==> config.mk <==
export PLATFORM = sky130hd
export DESIGN_NAME = coi_select
export DESIGN_NICKNAME = d
export VERILOG_FILES = /design/src/rtl/coi_pkg.sv /design/src/rtl/coi_screen.sv /design/src/rtl/coi_pool.sv /design/src/rtl/coi_select.sv
export SDC_FILE = /design/constraint.sdc
export NUM_CORES = 1
export LEC_CHECK = 0
export CAP_MARGIN = 20
export CORE_MARGIN = 2
export CORE_UTILIZATION = 40
export DETAILED_ROUTE_END_ITERATION = 16
export PLACE_DENSITY = 0.71
export SLEW_MARGIN = 20
export SYNTH_ARGS = -nofsm -noshare
export SYNTH_HDL_FRONTEND = slang
export SYNTH_SLANG_ARGS = --single-unit
==> constraint.sdc <==
create_clock -name clk -period 2.95 [get_ports clk]
set_input_delay 0.885 -clock clk [delete_from_list [all_inputs] [get_ports clk]]
set_output_delay 0.885 -clock clk [all_outputs]
set_load 0.01 [all_outputs]
==> src/rtl/coi_pkg.sv <==
package coi_pkg;

    typedef enum logic [1:0] {
        ST_IDLE,
        ST_SCAN,
        ST_FULL
    } coi_state_e;

    typedef enum logic [2:0] {
        VD_ADMIT,
        VD_NO_SPLIT,
        VD_PC_MISS,
        VD_DUP_WARP,
        VD_FU_MISS,
        VD_EMPTY,
        VD_NO_SETS
    } coi_verdict_e;

endpackage

==> src/rtl/coi_screen.sv <==
module coi_screen
    import coi_pkg::*;
#(
    parameter int LANES  = 32,
    parameter int SET_W  = 8,
    parameter int POOL   = 4,
    parameter int WID_W  = 5,
    parameter int PC_W   = 16,
    parameter int FU_W   = 2,
    parameter int ACT_W  = 6,
    parameter int SETS_W = 6
) (
    input  logic [WID_W-1:0]      warp_i,
    input  logic [PC_W-1:0]       pc_i,
    input  logic [LANES-1:0]      mask_i,
    input  logic [FU_W-1:0]       fu_i,
    input  logic [FU_W-1:0]       req_fu_i,
    input  logic                  lk_valid_i,
    input  logic [PC_W-1:0]       lk_pc_i,
    input  logic [LANES-1:0]      lk_mask_i,
    input  logic [POOL-1:0]       pool_valid_i,
    input  logic [POOL*WID_W-1:0] pool_warp_i,
    input  logic [SETS_W-1:0]     sets_left_i,
    output coi_verdict_e          verdict_o,
    output logic [LANES-1:0]      eff_mask_o,
    output logic [ACT_W-1:0]      act_cnt_o,
    output logic [SETS_W-1:0]     sets_need_o
);

    localparam int RND_W = ACT_W + 1;

    logic [POOL-1:0] same_warp;
    logic [RND_W-1:0] round_up;

    for (genvar g = 0; g < POOL; g++) begin : g_dup
        assign same_warp[g] = pool_valid_i[g] &&
                              (pool_warp_i[g*WID_W +: WID_W] == warp_i);
    end

    assign eff_mask_o = mask_i & lk_mask_i;

    always_comb begin
        act_cnt_o = '0;
        for (int l = 0; l < LANES; l++) begin
            act_cnt_o = act_cnt_o + ACT_W'(eff_mask_o[l]);
        end
        round_up    = ({1'b0, act_cnt_o} + RND_W'(SET_W - 1)) / RND_W'(SET_W);
        sets_need_o = SETS_W'(round_up);
    end

    always_comb begin
        if (!lk_valid_i)                verdict_o = VD_NO_SPLIT;
        else if (lk_pc_i != pc_i)       verdict_o = VD_PC_MISS;
        else if (|same_warp)            verdict_o = VD_DUP_WARP;
        else if (fu_i != req_fu_i)      verdict_o = VD_FU_MISS;
        else if (eff_mask_o == '0)      verdict_o = VD_EMPTY;
        else if (sets_need_o > sets_left_i) verdict_o = VD_NO_SETS;
        else                            verdict_o = VD_ADMIT;
    end

endmodule

==> src/rtl/coi_pool.sv <==
module coi_pool #(
    parameter int LANES  = 32,
    parameter int POOL   = 4,
    parameter int WID_W  = 5,
    parameter int SPL_W  = 4,
    parameter int ACT_W  = 6,
    parameter int SETS_W = 6
) (
    input  logic                   clk,
    input  logic                   rst_n,
    input  logic                   clear_i,
    input  logic                   wr_en_i,
    input  logic [WID_W-1:0]       wr_warp_i,
    input  logic [SPL_W-1:0]       wr_split_i,
    input  logic [LANES-1:0]       wr_mask_i,
    input  logic [ACT_W-1:0]       wr_cnt_i,
    input  logic [SETS_W-1:0]      wr_sets_i,
    output logic                   last_free_o,
    output logic [POOL-1:0]        valid_o,
    output logic [POOL*WID_W-1:0]  warp_o,
    output logic [POOL*SPL_W-1:0]  split_o,
    output logic [POOL*LANES-1:0]  mask_o,
    output logic [POOL*ACT_W-1:0]  cnt_o,
    output logic [POOL*SETS_W-1:0] sets_o
);

    localparam int FILL_W = $clog2(POOL + 1);

    logic [FILL_W-1:0] fill_q;

    always_ff @(posedge clk or negedge rst_n) begin
        if (!rst_n)        fill_q <= '0;
        else if (clear_i)  fill_q <= '0;
        else if (wr_en_i)  fill_q <= fill_q + 1'b1;
    end

    assign last_free_o = (fill_q == FILL_W'(POOL - 1));

    for (genvar g = 0; g < POOL; g++) begin : g_ent
        always_ff @(posedge clk or negedge rst_n) begin
            if (!rst_n) begin
                valid_o[g]                   <= 1'b0;
                warp_o[g*WID_W +: WID_W]     <= '0;
                split_o[g*SPL_W +: SPL_W]    <= '0;
                mask_o[g*LANES +: LANES]     <= '0;
                cnt_o[g*ACT_W +: ACT_W]      <= '0;
                sets_o[g*SETS_W +: SETS_W]   <= '0;
            end else if (clear_i) begin
                valid_o[g]                   <= 1'b0;
            end else if (wr_en_i && fill_q == FILL_W'(g)) begin
                valid_o[g]                   <= 1'b1;
                warp_o[g*WID_W +: WID_W]     <= wr_warp_i;
                split_o[g*SPL_W +: SPL_W]    <= wr_split_i;
                mask_o[g*LANES +: LANES]     <= wr_mask_i;
                cnt_o[g*ACT_W +: ACT_W]      <= wr_cnt_i;
                sets_o[g*SETS_W +: SETS_W]   <= wr_sets_i;
            end
        end
    end

endmodule

==> src/rtl/coi_select.sv <==
module coi_select
    import coi_pkg::*;
#(
    parameter int LANES  = 32,
    parameter int SET_W  = 8,
    parameter int POOL   = 4,
    parameter int WID_W  = 5,
    parameter int SPL_W  = 4,
    parameter int PC_W   = 16,
    parameter int FU_W   = 2,
    parameter int DCNT_W = 16,
    localparam int ACT_W  = $clog2(LANES + 1),
    localparam int SETS_W = $clog2(LANES + 1)
) (
    input  logic                   clk,
    input  logic                   rst_n,
    input  logic                   start_i,
    input  logic [SETS_W-1:0]      avail_sets_i,
    input  logic [FU_W-1:0]        req_fu_i,
    input  logic                   cand_valid_i,
    input  logic [WID_W-1:0]       cand_warp_i,
    input  logic [SPL_W-1:0]       cand_split_i,
    input  logic [PC_W-1:0]        cand_pc_i,
    input  logic [LANES-1:0]       cand_mask_i,
    input  logic [FU_W-1:0]        cand_fu_i,
    output logic [WID_W-1:0]       lk_warp_o,
    output logic [SPL_W-1:0]       lk_split_o,
    input  logic                   lk_valid_i,
    input  logic [PC_W-1:0]        lk_pc_i,
    input  logic [LANES-1:0]       lk_mask_i,
    output logic [POOL-1:0]        pool_valid_o,
    output logic [POOL*WID_W-1:0]  pool_warp_o,
    output logic [POOL*SPL_W-1:0]  pool_split_o,
    output logic [POOL*LANES-1:0]  pool_mask_o,
    output logic [POOL*ACT_W-1:0]  pool_cnt_o,
    output logic [POOL*SETS_W-1:0] pool_sets_o,
    output logic [SETS_W-1:0]      sets_left_o,
    output logic [DCNT_W-1:0]      nosets_cnt_o,
    output logic [DCNT_W-1:0]      fumis_cnt_o
);

    coi_state_e        state_q, state_d;
    coi_verdict_e      verdict;
    logic [LANES-1:0]  eff_mask;
    logic [ACT_W-1:0]  act_cnt;
    logic [SETS_W-1:0] sets_need;
    logic              last_free;
    logic              judging, admit, deny_sets, deny_fu;

    assign lk_warp_o  = cand_warp_i;
    assign lk_split_o = cand_split_i;

    coi_screen #(
        .LANES(LANES), .SET_W(SET_W), .POOL(POOL), .WID_W(WID_W),
        .PC_W(PC_W), .FU_W(FU_W), .ACT_W(ACT_W), .SETS_W(SETS_W)
    ) u_screen (
        .warp_i      (cand_warp_i),
        .pc_i        (cand_pc_i),
        .mask_i      (cand_mask_i),
        .fu_i        (cand_fu_i),
        .req_fu_i    (req_fu_i),
        .lk_valid_i  (lk_valid_i),
        .lk_pc_i     (lk_pc_i),
        .lk_mask_i   (lk_mask_i),
        .pool_valid_i(pool_valid_o),
        .pool_warp_i (pool_warp_o),
        .sets_left_i (sets_left_o),
        .verdict_o   (verdict),
        .eff_mask_o  (eff_mask),
        .act_cnt_o   (act_cnt),
        .sets_need_o (sets_need)
    );

    coi_pool #(
        .LANES(LANES), .POOL(POOL), .WID_W(WID_W), .SPL_W(SPL_W),
        .ACT_W(ACT_W), .SETS_W(SETS_W)
    ) u_pool (
        .clk        (clk),
        .rst_n      (rst_n),
        .clear_i    (start_i),
        .wr_en_i    (admit),
        .wr_warp_i  (cand_warp_i),
        .wr_split_i (cand_split_i),
        .wr_mask_i  (eff_mask),
        .wr_cnt_i   (act_cnt),
        .wr_sets_i  (sets_need),
        .last_free_o(last_free),
        .valid_o    (pool_valid_o),
        .warp_o     (pool_warp_o),
        .split_o    (pool_split_o),
        .mask_o     (pool_mask_o),
        .cnt_o      (pool_cnt_o),
        .sets_o     (pool_sets_o)
    );

    // State register
    always_ff @(posedge clk or negedge rst_n) begin
        if (!rst_n) state_q <= ST_IDLE;
        else        state_q <= state_d;
    end

    // Transitions
    always_comb begin
        state_d = state_q;
        if (start_i) begin
            state_d = ST_SCAN;
        end else begin
            unique case (state_q)
                ST_IDLE: state_d = ST_IDLE;
                ST_SCAN: if (admit && last_free) state_d = ST_FULL;
                ST_FULL: state_d = ST_FULL;
                default: state_d = ST_IDLE;
            endcase
        end
    end

    // Outputs of the machine
    always_comb begin
        judging   = 1'b0;
        unique case (state_q)
            ST_IDLE: judging = 1'b0;
            ST_SCAN: judging = cand_valid_i && !start_i;
            ST_FULL: judging = 1'b0;
            default: judging = 1'b0;
        endcase
        admit     = judging && (verdict == VD_ADMIT);
        deny_sets = judging && (verdict == VD_NO_SETS);
        deny_fu   = judging && (verdict == VD_FU_MISS);
    end

    always_ff @(posedge clk or negedge rst_n) begin
        if (!rst_n) begin
            sets_left_o  <= '0;
            nosets_cnt_o <= '0;
            fumis_cnt_o  <= '0;
        end else begin
            if (start_i)    sets_left_o <= avail_sets_i;
            else if (admit) sets_left_o <= sets_left_o - sets_need;
            if (deny_sets)  nosets_cnt_o <= nosets_cnt_o + 1'b1;
            if (deny_fu)    fumis_cnt_o  <= fumis_cnt_o + 1'b1;
        end
    end

endmodule

# Word-level counts from Yosys, hierarchy flattened
# Index checks and enable logic that the tools add are counted.
# W data, S select, Z words.
dict set report op_classes {
  add_sub_neg 36
  magnitude_cmp 1
  eq_ne 14
  muxes 22
  bitwise 2
  reduce_logical 26
}
# operator n
set op_table {}
lappend op_table {{$add A6 B1 Y6} 30}
lappend op_table {{$add A16 B1 Y16 const B} 2}
lappend op_table {{$and A32 B32 Y32} 1}
lappend op_table {{$logic_not A32 Y1} 1}
lappend op_table {{$mux W3} 8}
lappend op_table {{$eq A5 B5 Y1} 4}
lappend op_table {{$ne A16 B16 Y1} 1}
lappend op_table {{$logic_and A1 B1 Y1} 12}
lappend op_table {{$mux W6} 2}
lappend op_table {{$reduce_bool A2 Y1} 5}
lappend op_table {{$mux W1} 9}
lappend op_table {{$reduce_and A2 Y1} 4}
lappend op_table {{$add A6 B3 Y7 const B} 1}
lappend op_table {{$eq A3 B2 Y1 const B} 2}
lappend op_table {{$eq A3 B3 Y1 const B} 2}
lappend op_table {{$gt A4 B6 Y1} 1}
lappend op_table {{$logic_not A3 Y1} 2}
lappend op_table {{$sub A6 B4 Y6} 1}
lappend op_table {{$mux W2} 2}
lappend op_table {{$pmux W2 S2} 1}
lappend op_table {{$reduce_or A4 Y1} 1}
lappend op_table {{$add A3 B1 Y3 const B} 1}
lappend op_table {{$eq A3 B1 Y1 const B} 1}
lappend op_table {{$ne A3 B3 Y1 const B} 1}
lappend op_table {{6 further kinds} 6}
dict set report word_totals {
  register_bits 251
  inputBits 120
  word_cells 130
}

# Logic depth before layout (Yosys ltp)
# Gate-level depths: netlist of run 1.
dict set report depth {
  ltp_word 46
  ltp_mapped 30
  mapped_depth_nobuf 28
}

# Modules after synthesis
# Synthesis of run 1 repeated with hierarchy kept, for this count alone.
dict set report hier_totals {
  hier_cells 912
  hier_area_um2 12702.2
}
# module instances cells_per_inst area_each_um2 seq_area_each_um2
set modules_own_cells {}
lappend modules_own_cells {coi_pool 1 485 8759.7 5480.3}
lappend modules_own_cells {coi_select 1 204 2183.3 1001.0}
lappend modules_own_cells {coi_screen 1 223 1759.2 0.0}

# Least setup slack after synthesis of run 1
# No wires, ideal clock.
dict set report synth_timing {
  path_kind {input to register}
  startpoint {input port cand_mask_i[0]}
  endpoint {register u_pool.cnt_o[3]}
  setup_time_ns 0.128
  arrival_ns 8.056
  setup_slack_ns -5.234
  path_stages 27
  path_buffers 1
  path_cell_list {and2_1 inv_1 ha_1 inv_1 fa_1 fa_1 fa_1 fa_1 fa_1 inv_1 fa_1 fa_1 fa_1 xor2_1 or3_1 xnor2_1 inv_1 ha_1 fa_1 nor2b_1 o21a_1 o31ai_1 a21oi_2 o211ai_4 nor2_4 buf_4 mux2_1}
}
dict set report synth_via {
  elab_chain_cells 44
}
# item line_no
set synth_rtl {}
lappend synth_rtl {{start: declaration} coi_select.sv:24} ;# input logic [LANES-1:0] cand_mask_i,
lappend synth_rtl {{$and A32 B32 Y32} coi_screen.sv:40} ;# assign eff_mask_o = mask_i & lk_mask_i;
lappend synth_rtl {{$add A1 B1 Y2} coi_screen.sv:45} ;# act_cnt_o = act_cnt_o + ACT_W'(eff_mask_o[l]);
lappend synth_rtl {{$add A6 B1 Y6 (30 in series)} coi_screen.sv:45}
lappend synth_rtl {{$add A6 B3 Y7} coi_screen.sv:47} ;# round_up = ({1'b0, act_cnt_o} + RND_W'(SET_W - 1)) / RND_W'(SET_W);
lappend synth_rtl {{via sets_need[0]} coi_select.sv:46} ;# logic [SETS_W-1:0] sets_need;
lappend synth_rtl {{$gt A4 B6 Y1} coi_screen.sv:57} ;# else if (sets_need_o > sets_left_i) verdict_o = VD_NO_SETS;
lappend synth_rtl {{$mux W3} coi_screen.sv:57}
lappend synth_rtl {{$mux W3} coi_screen.sv:56} ;# else if (eff_mask_o == '0) verdict_o = VD_EMPTY;
lappend synth_rtl {{$mux W3} coi_screen.sv:55} ;# else if (fu_i != req_fu_i) verdict_o = VD_FU_MISS;
lappend synth_rtl {{$mux W3} coi_screen.sv:54} ;# else if (|same_warp) verdict_o = VD_DUP_WARP;
lappend synth_rtl {{$mux W3} coi_screen.sv:53} ;# else if (lk_pc_i != pc_i) verdict_o = VD_PC_MISS;
lappend synth_rtl {{$mux W3} coi_screen.sv:52} ;# if (!lk_valid_i) verdict_o = VD_NO_SPLIT;
lappend synth_rtl {{$logic_not A3 Y1} coi_select.sv:126} ;# admit = judging && (verdict == VD_ADMIT);
lappend synth_rtl {{$logic_and A1 B1 Y1} coi_select.sv:126}
lappend synth_rtl {{$logic_and A1 B1 Y1} coi_pool.sv:50} ;# end else if (wr_en_i && fill_q == FILL_W'(g)) begin
lappend synth_rtl {{$reduce_and A2 Y1 (no source line)} -}
lappend synth_rtl {{end signal: indexed assignment} coi_pool.sv:55} ;# cnt_o[g*ACT_W +: ACT_W] <= wr_cnt_i;
lappend synth_rtl {{end: declaration} coi_pool.sv:23} ;# output logic [POOL*ACT_W-1:0] cnt_o,
# The timed path passes the listed nets, and every way through them passes these cells.
# A chain may end at the register's enable or synchronous reset.

# Worst setup path after layout of run 1
dict set report layout_timing {
  startpoint {input port lk_mask_i[0]}
  endpoint {register u_pool.mask_o[118]}
}
dict set report layout_via {
  elab_chain_cells 44
}
# item line_no
set layout_rtl {}
lappend layout_rtl {{start: declaration} coi_select.sv:30} ;# input logic [LANES-1:0] lk_mask_i,
lappend layout_rtl {{$and A32 B32 Y32} coi_screen.sv:40}
lappend layout_rtl {{via eff_mask[0]} coi_select.sv:44} ;# logic [LANES-1:0] eff_mask;
lappend layout_rtl {{$add A1 B1 Y2} coi_screen.sv:45}
lappend layout_rtl {{$add A6 B1 Y6 (30 in series)} coi_screen.sv:45}
lappend layout_rtl {{$add A6 B3 Y7} coi_screen.sv:47}
lappend layout_rtl {{via sets_need[0]} coi_select.sv:46}
lappend layout_rtl {{$gt A4 B6 Y1} coi_screen.sv:57}
lappend layout_rtl {{$mux W3} coi_screen.sv:57}
lappend layout_rtl {{$mux W3} coi_screen.sv:56}
lappend layout_rtl {{$mux W3} coi_screen.sv:55}
lappend layout_rtl {{$mux W3} coi_screen.sv:54}
lappend layout_rtl {{$mux W3} coi_screen.sv:53}
lappend layout_rtl {{$mux W3} coi_screen.sv:52}
lappend layout_rtl {{$logic_not A3 Y1} coi_select.sv:126}
lappend layout_rtl {{$logic_and A1 B1 Y1} coi_select.sv:126}
lappend layout_rtl {{$logic_and A1 B1 Y1} coi_pool.sv:50}
lappend layout_rtl {{$reduce_and A2 Y1 (no source line)} -}
lappend layout_rtl {{end signal: indexed assignment} coi_pool.sv:54} ;# mask_o[g*LANES +: LANES] <= wr_mask_i;
lappend layout_rtl {{end: declaration} coi_pool.sv:22} ;# output logic [POOL*LANES-1:0] mask_o,
# The timed path passes the listed nets, and every way through them passes these cells.

==> flow_metrics.env, run 1 <==
export IMPL_arrival_ns=8.24
export IMPL_fin_crit_ns=7.77
export IMPL_synthFlopType="dfrtp_1"
export IMPL_worst_slack_ns=-4.82
export IMPL_cts_tree="yes"
export IMPL_viasPerCell=5.19
export IMPL_wl_per_cell_um=22.4
export IMPL_cts_clk_slew_worst_paths_ns=0.06
export IMPL_crit_fanout=11
export IMPL_drt_iter0_markers=646
export IMPL_ys_types=47
export IMPL_critPathSlowestCell="fa_1"
export IMPL_pin_count=383
export IMPL_r2r_start="sets_left_o[0]"
export IMPL_peakVddDrop_mv=0.709
export IMPL_grt_ovfl_total=0
export IMPL_final_common_cell="clkdlybuf4s50_1"
export IMPL_status="finished, violations left"
export IMPL_vias=10100
export IMPL_async_flop_share_pct=100
export IMPL_finClkSkew_ns=0.0273
export IMPL_hpwlAfterDp_mm=27.2
export IMPL_ys_seq_elements=251
export IMPL_io_buffers=374
export IMPL_synth_seq_area_share_pct=54.9
export IMPL_crit_top_cell="fa_1"
export IMPL_powerDensity_mw_per_mm2=609
export IMPL_path_buf_inv=14
export IMPL_finalSetupViolCount=235
export IMPL_grt_pass1_vias=10000
export IMPL_cts_root_buf="clkbuf_16"
export IMPL_htree_levels=1
export IMPL_post_route_drc_count=0
export IMPL_relSlewSlack_pct=46.8
export IMPL_hold_violations=0
export IMPL_synthCells=1019
export IMPL_end_kind="flop"
export IMPL_cts_buffer_depth=3
export IMPL_drt_pass1_iterations=5
export IMPL_row_count=61
export IMPL_die_w_um=173
export IMPL_cpPeakStageDelay_ns=0.55
export IMPL_fmax_ghz=0.129
export IMPL_crit_start="lk_mask_i[0]"
export IMPL_core_area_sq_mm=0.0280
export IMPL_max_cap_violations=0
export IMPL_critPathLaunchType="primary input"
export IMPL_clock_sinks=251
export IMPL_cts_made_buffers=28
export IMPL_drt_total_wl_mm=43.4
export IMPL_violations="negative setup slack"
export IMPL_postRouteAntennaNets=0
export IMPL_grt_max_degree=76
export IMPL_fin_crit_sh_pct=263
export IMPL_final_cell_mix="clkdlybuf4s50_1 (338), dfrtp_1 (251), buf_4 (97)"
export IMPL_die_height_um=173
export IMPL_start_util_pct=40.8
export IMPL_finalNetCount=1709
export IMPL_tightestPinTransition_ns=0.795
export IMPL_drive_gt1_share_pct=30.8
export IMPL_slew_viol_final=0
export IMPL_path_delay_family="adder cells"
export IMPL_path_class="in -> reg"
export IMPL_yosys_warnings=0
export IMPL_fillCellCount=1988
export IMPL_min_path_type="in -> async"
export IMPL_cp_required_ns=3.41
export IMPL_syn_to_final_growth_pct=69.8
export IMPL_synth_edff_count=0
export IMPL_grt_pass1_wl_mm=59.6
export IMPL_insertion_delay_ns=0.56
export IMPL_avgSynthCellArea_sq_um=11.2
export IMPL_rsz0062_at_grt="true"
export IMPL_track_usage_pct=25.5
export IMPL_holdBufCountCts=0
export IMPL_p_leak_uw=0.00906
export IMPL_synth_area_sq_mm=0.0114
export IMPL_die_area_sq_mm=0.0300
export IMPL_antenna_found_initial=1
export IMPL_gp_congestion=0.843
export IMPL_hold_ws_ns=0.288
export IMPL_final_setup_tns_ns=-1095.75
## through the flow
step	cell area (sq um)	setup WS, ns	util, %	cells	total power (uW)
6_report	19400	-4.82	69.4	1942	11800
5_1_grt	19400	-5.03	69.4	1942	12500
4_1_cts	18000	-4.81	64.4	1907	11300
3_5_place_dp	16500	-5.65	59.0	1824	7550
3_3_place_gp	16500	-5.57	59.0	1824	7490
2_1_floorplan	11800	-4.95	-	1026	5680
## sequential cells by signal, summed over array words and instances (netlist names)
name	count
state_q	2
u_pool.cnt_o	24
u_pool.sets_o	16
u_pool.warp_o	20
u_pool.valid_o	4
u_pool.split_o	16
u_pool.mask_o	128
fumis_cnt_o	16
sets_left_o	6
u_pool.fill_q	3
nosets_cnt_o	16
## cells in the mapped netlist, drive strengths merged (3+ instances only)
cell | number | area (sq um)
nor4 | 6 | 58.8
inv | 80 | 300
xnor2 | 48 | 420
ha | 21 | 263
nand2 | 152 | 571
nand4 | 20 | 131
a21o | 4 | 30.0
nor3 | 19 | 95.1
nor2 | 11 | 48.8
nor2b | 5 | 31.3
fa | 25 | 500
o22ai | 3 | 18.8
and3 | 10 | 62.6
nand3 | 22 | 110
mux2i | 17 | 170
o2111ai | 3 | 56.3
buf | 39 | 256
mux2 | 75 | 845
clkbuf | 23 | 86.3
xor2 | 26 | 228
and2 | 14 | 87.6
and4 | 4 | 35.0
o21ai | 119 | 596
dfrtp | 251 | 6280
a21oi | 7 | 38.8
## final cells by class
type	count	area, sq um	area share [%]
diodes	1	2.50	0.0129
clock buffers	43	848	4.37
clock inverters	7	42.5	0.219
inverters	80	303	1.56
multi-input cells	633	5510	28.4
flip-flops and latches	251	6280	32.3
well taps	378	473	2.43
repair buffers	549	5970	30.7
## routing by layer
| layer | up-vias | track usage (%) | share of wire (%) |
|---|---|---|---|
| met5 | - | 0 | 0 |
| met4 | 0 | 8.86 | 4.9 |
| met3 | 126 | 6.27 | 7.3 |
| met2 | 468 | 44.0 | 50 |
| met1 | 5056 | 31.2 | 38 |
| li1 | 4421 | - | - |
## final timing paths
kind | endpoint | slack, ns | depth (start not counted)
max | u_pool.mask_o[118] | -4.82 | 35
min | u_pool.mask_o[86] | 0.29 | 1
max reg2reg | u_pool.cnt_o[19] | 0.13 | 14
min reg2reg | nosets_cnt_o[15] | 0.47 | 1
max in group asynchronous | u_pool.mask_o[34] | 1.89 | 2
min in group clk | nosets_cnt_o[15] | 0.47 | 1
## worst register-to-register path, cell delays in order, from the launching register on
cell	delay, ns
dfrtp_1	0.38
inv_1	0.12
ha_4	0.16
fa_2	0.23
nor2b_4	0.06
o21a_4	0.23
o31ai_4	0.23
a21oi_4	0.07
buf_6	0.13
buf_6	0.11
buf_6	0.11
o2111ai_4	0.21
buf_6	0.17
clkbuf_16	0.15
mux2_2	0.33
## report_power, final
| part | switching (uW) | internal (uW) |
|---|---|---|
| clock | 1450 | 1970 |
| sequential | 13.6 | 3460 |
| combinational | 2580 | 2370 |
| total | 4040 | 7800 |
## timing repair
| item | 4_1_cts | 5_1_grt |
|---|---|---|
| pin swaps | 38 | 82 |
| endpoints found under the setup margin | 237 | 253 |
| buffers inserted | 25 | 14 |
| gates cloned | 10 | 26 |
| resized for setup | 117 | 260 |
## cell families after synthesis
| logic type | synth area share (%) |
|---|---|
| AOI/OAI and AO/OA | 7.22 |
| xor gates and xnor gates | 5.66 |
| adders and majority gates | 6.67 |
| buffers and inverters | 5.62 |
| DFF | 54.9 |
| muxes | 8.87 |
| other | 0.0656 |
| and+or+nand+nor | 11.0 |
No activity file was read; power rests on OpenSTA's default activity.
==> run 2: changes to the inputs <==
Settings changed: CAP_MARGIN 20 to 10.
==> results of run 2 <==
Same layout as run 1: the final DEF is identical, and so are final timing and power.
